$ cat src/rtl/frmguard_pkg.sv
package frmguard_pkg;

    localparam int CMD_W    = 8;
    localparam int OP_W     = 3;
    localparam int LOCK_POS = 0;
    localparam int PH_W     = $clog2(CMD_W);

    typedef enum logic [OP_W-1:0] {
        OP_READ     = 3'd0,
        OP_CLEAR    = 3'd1,
        OP_MASK_A   = 3'd2,
        OP_MASK_B   = 3'd3,
        OP_MODE     = 3'd4,
        OP_DEADTIME = 3'd5,
        OP_RSV6     = 3'd6,
        OP_RSV7     = 3'd7
    } op_e;

    typedef struct packed {
        logic             valid;
        logic             len_ok;
        logic [CMD_W-1:0] cmd;
    } frame_rpt_t;

    typedef struct packed {
        logic sck;
        logic cs_n;
        logic mosi;
    } spi_lines_t;

    function automatic op_e op_of(input logic [CMD_W-1:0] cmd);
        return op_e'(cmd[CMD_W-1 -: OP_W]);
    endfunction

    function automatic logic op_allowed_locked(input op_e op);
        return (op == OP_READ) || (op == OP_CLEAR);
    endfunction

    function automatic logic wants_lock(input logic [CMD_W-1:0] cmd);
        return (op_of(cmd) == OP_MODE) && cmd[LOCK_POS];
    endfunction

endpackage

$ cat src/rtl/frmguard_sync.sv
module frmguard_sync #(
    parameter int                WIDTH   = 3,
    parameter int                STAGES  = 2,
    parameter logic [WIDTH-1:0]  RST_VAL = '0
) (
    input  logic             clk,
    input  logic             rst,
    input  logic [WIDTH-1:0] d_i,
    output logic [WIDTH-1:0] q_o
);

    logic [WIDTH-1:0] chain [STAGES];

    generate
        for (genvar s = 0; s < STAGES; s++) begin : g_stage
            if (s == 0) begin : g_first
                always_ff @(posedge clk) begin
                    if (rst) chain[s] <= RST_VAL;
                    else     chain[s] <= d_i;
                end
            end else begin : g_next
                always_ff @(posedge clk) begin
                    if (rst) chain[s] <= RST_VAL;
                    else     chain[s] <= chain[s-1];
                end
            end
        end
    endgenerate

    assign q_o = chain[STAGES-1];

endmodule

$ cat src/rtl/frmguard_frame_track.sv
module frmguard_frame_track
    import frmguard_pkg::*;
(
    input  logic       clk,
    input  logic       rst,
    input  spi_lines_t lines_i,
    output frame_rpt_t rpt_o,
    output logic       sck_toggle_o,
    output logic       mosi_toggle_o
);

    spi_lines_t       prev_q;
    logic [PH_W-1:0]  phase_q;
    logic             seen_bit_q;
    logic             have_cmd_q;
    logic [CMD_W-1:0] shift_q;
    logic [CMD_W-1:0] cmd_q;

    logic             cs_start;
    logic             cs_end;
    logic             sck_rise;
    logic             in_frame;
    logic             byte_last;
    logic [CMD_W-1:0] shift_next;

    always_comb begin
        cs_start      = prev_q.cs_n && !lines_i.cs_n;
        cs_end        = !prev_q.cs_n && lines_i.cs_n;
        in_frame      = !prev_q.cs_n && !lines_i.cs_n;
        sck_rise      = in_frame && lines_i.sck && !prev_q.sck;
        byte_last     = (phase_q == PH_W'(CMD_W - 1));
        shift_next    = {shift_q[CMD_W-2:0], lines_i.mosi};
        sck_toggle_o  = lines_i.sck  != prev_q.sck;
        mosi_toggle_o = lines_i.mosi != prev_q.mosi;
    end

    always_ff @(posedge clk) begin
        if (rst) begin
            prev_q <= '{sck: 1'b0, cs_n: 1'b1, mosi: 1'b0};
        end else begin
            prev_q <= lines_i;
        end
    end

    always_ff @(posedge clk) begin
        if (rst) begin
            phase_q    <= '0;
            seen_bit_q <= 1'b0;
            have_cmd_q <= 1'b0;
            shift_q    <= '0;
            cmd_q      <= '0;
        end else if (cs_start) begin
            phase_q    <= '0;
            seen_bit_q <= 1'b0;
            have_cmd_q <= 1'b0;
            shift_q    <= '0;
        end else if (sck_rise) begin
            seen_bit_q <= 1'b1;
            shift_q    <= shift_next;
            phase_q    <= byte_last ? '0 : phase_q + 1'b1;
            if (byte_last && !have_cmd_q) begin
                cmd_q      <= shift_next;
                have_cmd_q <= 1'b1;
            end
        end
    end

    always_ff @(posedge clk) begin
        if (rst) begin
            rpt_o <= '0;
        end else begin
            rpt_o.valid  <= cs_end;
            rpt_o.len_ok <= cs_end && seen_bit_q && (phase_q == '0);
            rpt_o.cmd    <= cmd_q;
        end
    end

endmodule

$ cat src/rtl/frmguard_cal_watch.sv
module frmguard_cal_watch (
    input  logic clk,
    input  logic rst,
    input  logic cal_window_i,
    input  logic sck_toggle_i,
    input  logic mosi_toggle_i,
    output logic cal_hit_o
);

    always_ff @(posedge clk) begin
        if (rst) cal_hit_o <= 1'b0;
        else     cal_hit_o <= cal_window_i && (sck_toggle_i || mosi_toggle_i);
    end

endmodule

$ cat src/rtl/frmguard_cmd_guard.sv
module frmguard_cmd_guard
    import frmguard_pkg::*;
(
    input  logic             clk,
    input  logic             rst,
    input  frame_rpt_t       rpt_i,
    input  logic             cal_hit_i,
    output logic             frame_err_o,
    output logic             write_err_o,
    output logic             accept_o,
    output logic [CMD_W-1:0] accept_cmd_o,
    output logic             lock_o
);

    logic good_frame;
    logic bad_frame;
    logic blocked;
    op_e  op;

    always_comb begin
        op         = op_of(rpt_i.cmd);
        good_frame = rpt_i.valid && rpt_i.len_ok;
        bad_frame  = rpt_i.valid && !rpt_i.len_ok;
        blocked    = lock_o && !op_allowed_locked(op);
    end

    always_ff @(posedge clk) begin
        if (rst) begin
            frame_err_o  <= 1'b0;
            write_err_o  <= 1'b0;
            accept_o     <= 1'b0;
            accept_cmd_o <= '0;
            lock_o       <= 1'b0;
        end else begin
            frame_err_o <= bad_frame || cal_hit_i;
            write_err_o <= good_frame && blocked;
            accept_o    <= good_frame && !blocked;
            if (good_frame && !blocked) begin
                accept_cmd_o <= rpt_i.cmd;
                if (wants_lock(rpt_i.cmd)) lock_o <= 1'b1;
            end
        end
    end

endmodule

$ cat src/rtl/spi_frame_guard.sv
module spi_frame_guard
    import frmguard_pkg::*;
#(
    parameter int SYNC_STAGES = 2
) (
    input  logic             clk,
    input  logic             rst,
    input  logic             spi_sck_i,
    input  logic             spi_cs_n_i,
    input  logic             spi_mosi_i,
    input  logic             cal_window_i,
    output logic             frame_err_o,
    output logic             write_err_o,
    output logic             accept_o,
    output logic [CMD_W-1:0] accept_cmd_o,
    output logic             lock_o
);

    spi_lines_t raw_lines;
    spi_lines_t sync_lines;
    frame_rpt_t frame_rpt;
    logic       sck_toggle;
    logic       mosi_toggle;
    logic       cal_hit;
    logic       frame_end_w;
    logic       frame_ok_w;

    assign raw_lines = '{sck: spi_sck_i, cs_n: spi_cs_n_i, mosi: spi_mosi_i};

    frmguard_sync #(
        .WIDTH   ($bits(spi_lines_t)),
        .STAGES  (SYNC_STAGES),
        .RST_VAL (3'b010)
    ) i_sync (
        .clk (clk),
        .rst (rst),
        .d_i (raw_lines),
        .q_o (sync_lines)
    );

    frmguard_frame_track i_track (
        .clk           (clk),
        .rst           (rst),
        .lines_i       (sync_lines),
        .rpt_o         (frame_rpt),
        .sck_toggle_o  (sck_toggle),
        .mosi_toggle_o (mosi_toggle)
    );

    frmguard_cal_watch i_cal (
        .clk           (clk),
        .rst           (rst),
        .cal_window_i  (cal_window_i),
        .sck_toggle_i  (sck_toggle),
        .mosi_toggle_i (mosi_toggle),
        .cal_hit_o     (cal_hit)
    );

    frmguard_cmd_guard i_guard (
        .clk          (clk),
        .rst          (rst),
        .rpt_i        (frame_rpt),
        .cal_hit_i    (cal_hit),
        .frame_err_o  (frame_err_o),
        .write_err_o  (write_err_o),
        .accept_o     (accept_o),
        .accept_cmd_o (accept_cmd_o),
        .lock_o       (lock_o)
    );

    assign frame_end_w = frame_rpt.valid;
    assign frame_ok_w  = frame_rpt.len_ok;

endmodule

$ cat config.mk
export PLATFORM = sky130hd
export DESIGN_NAME = spi_frame_guard
export DESIGN_NICKNAME = d
export VERILOG_FILES = /design/src/rtl/frmguard_pkg.sv /design/src/rtl/frmguard_sync.sv /design/src/rtl/frmguard_frame_track.sv /design/src/rtl/frmguard_cal_watch.sv /design/src/rtl/frmguard_cmd_guard.sv /design/src/rtl/spi_frame_guard.sv
export SDC_FILE = /design/constraint.sdc
export NUM_CORES = 1
export LEC_CHECK = 0
export BUFFER_PORTS_ARGS = -buffer_cell sky130_fd_sc_hd__buf_2
export CAP_MARGIN = 0
export CORE_UTILIZATION = 45
export CTS_BUF_LIST = sky130_fd_sc_hd__clkbuf_4
export DETAILED_ROUTE_END_ITERATION = 10
export PLACE_DENSITY = 0.61
export SYNTH_ARGS = -nofsm -noshare
export SYNTH_HDL_FRONTEND = slang
export SYNTH_HIERARCHICAL = 1
export SYNTH_SLANG_ARGS = --single-unit
$ cat constraint.sdc
create_clock -name clk -period 2 [get_ports clk]
set_clock_uncertainty 0.2 [all_clocks]
set_input_delay 0.2 -clock clk [delete_from_list [all_inputs] [get_ports clk]]
set_output_delay 0.2 -clock clk [all_outputs]
set_load 0.005 [all_outputs]
==> metrics <==
status=completed; cell count after synthesis=179; Hold Buf Count CTS=4; Syn Nets=188; largest area contributor in the netlist=dfxtp_1; Slew HR=53.6%; setup bufs post-CTS=0; Congestion Overflow GR=0; Primary FF master, synth=dfxtp_1; R2R Setup Slk=370 ps; Final Hold Violating Endpoints=0; core area=0.00380 sq mm; post-synth top area share=56.5%; Register-to-Register Path Depth=4; drt wl/cell=11.0 um; hold depth=2; Residual DRC=0; Startpoint Class=flip-flop; synthesized area=0.00184 sq mm; hpwl dp=1890 um; fin crit period=1630 ps; crit path kind=flip-flop to flip-flop; DR vias=1190; Layout area overhead=14.3%; CTS HTree Levels=2; number of synthesized flops with an enable pin=0; Placer Congestion=0.724; Total Routing Usage GR=15.4%; Post-Route WL=2780 um; TritonRoute pass-1 iters=4; RSZ-0062 raised after global routing=no; worst-margin pin slew=695 ps; Setup TNS Final=0 ps; final setup vio count=0; fin crit share=81.3%; max-slew violation count=0; Post-Place Worst Slack=382 ps; VDD IR max=491 uV; TritonCTS Buffers=5; Clk pin slew, worst setup/hold paths=140 ps; Root Driver=clkbuf_4; Hold Path Class=input pin to flip-flop; Leakage=0.829 nW; critical path required time=2070 ps; most common cell in the synthesized netlist=dfxtp_1; fraction of layout instances using a drive strength above 1=20.6%; Via density=4.72; synth top area cells=dfxtp_1 (57%), nor2b_1 (7.1%), mux2_2 (4.9%); antenna cells=0; I/O Buffers=17; vias in the first global route=1102; die height=66.0 um; Critical Path Sink Type=flip-flop; final worst slack=374 ps; worst skew pair latency=360 ps; die area=0.00435 sq mm; fmax=615 MHz; CP max FO=8; post-synthesis average cell area=10.3 sq um; Die X-Extent=66.0 um; Ports=18; Initial DRC Count=62; first-pass GRT wire length=4950 um; max_cap viols=0; antenna violations before repair=0; largest net degree at the start of global routing=46; final-stage net count=212; clk buf depth=2; #FFs+latches synth=52; Final ANT Viol Nets=0; Seq/Total Area, Yosys=56.5%; ys async rst share=0%; Yosys warnings=6; Initial Util=48.5%; PwrDens=800 mW/mm^2; Unique masters post-synth=30; Post-synth top cells=dfxtp_1 (52), nor2b_1 (21), nand2_1 (20); Clock Sinks=52; Worst Path Arrival=1690 ps; post-CTS resize count=0; CTS tree=done; # rows=22
layout by cell type (no fill, tap or decap):
cell,Yosys,final
or2_2,1,1
or4_1,1,1
and2_1,2,2
nand2b_1,12,12
nor2_2,1,1
and3b_2,1,1
ha_1,3,3
buf_4,0,2
buf_2,0,17
clkbuf_4,0,5
mux2i_1,6,6
nor2b_1,21,21
nor2_1,5,5
clkinv_4,0,2
nor3b_2,1,1
a21o_1,1,1
and4b_1,1,1
mux2_2,8,8
dfxtp_1,52,52
nand2_2,1,1
or3_1,1,1
a21oi_1,15,15
dlygate4sd3_1,0,4
or4b_1,1,1
o21a_1,1,1
nor3_1,2,2
xor2_1,2,2
nand2_1,20,20
nand3b_2,1,1
bufinv_16,0,1
inv_1,5,5
nor4b_2,1,1
or2_1,2,2
o21ai_0,4,4
nor3b_1,1,1
power breakdown:
group	internal [mW]	switching, mW
Combinational	0.0204	0.0234
Clock	0.268	0.323
Sequential	1.05	0.00503
Total	1.33	0.351
per-stage QoR:
stage / std cells / util, % / hold WS (ps) / instance area, sq um / power, mW
4_1_cts: 252 / 55.4 / 168 / 2100 / 1.71
6_report: 252 / 55.4 / 171 / 2100 / 1.68
5_1_grt: 252 / 55.4 / 187 / 2100 / 1.77
3_3_place_gp: 240 / 52.1 / 188 / 1980 / 1.11
3_5_place_dp: 240 / 52.1 / 199 / 1980 / 1.11
2_1_floorplan: 179 / - / 69.5 / 1840 / 1.10
layer usage:
metal,global-route usage (%),routed length [um]
met1,17.2,1300
met3,6.21,128
met2,25.1,1290
met4,7.45,56
met5,0,0
cells by family after synthesis:
family / after synthesis / synth area share [%]
simple gates: 76 / 24.1
flops: 52 / 56.5
compound gates: 21 / 5.98
mux: 14 / 8.15
buf+inv: 11 / 2.24
fa+ha+maj: 3 / 2.04
xor+xnor: 2 / 0.951
layout make-up:
cell class,count,area (sq um)
clock buffer,5,37.5
fill,345,1690
inverter,5,18.8
sequential,52,1040
clock inverter,3,47.5
tap,48,60.1
timing repair buffer,23,140
multi-input combinational,116,759
worst max-delay path, cell delays in order (launching register included):
cell,delay (ps)
dfxtp_1,360
ha_1,200
ha_1,210
nand3b_2,200
mux2_2,350
path summary, 6_finish.rpt:
kind / from / endpoint
worst max-delay path: i_track/phase_q[0] / i_track/cmd_q[1]
worst min-delay path: rst / i_sync/chain[0][2]
worst max register to register: i_track/phase_q[0] / i_track/cmd_q[1]
worst min register to register: i_sync/chain[0][1] / i_sync/chain[1][1]
registers in the layout, summed over array words and instances, names as in the netlist:
register,count
i_cal/cal_hit_o,1
i_track/cmd_q,8
i_guard/write_err_o,1
i_guard/accept_cmd_o,8
i_track/prev_q,3
i_track/phase_q,3
i_track/seen_bit_q,1
i_track/have_cmd_q,1
i_guard/frame_err_o,1
i_guard/accept_o,1
i_guard/lock_o,1
i_track/shift_q,7
i_sync/chain,6
i_track/rpt_o,10
Note: power is estimated with default switching activity, not from simulation.
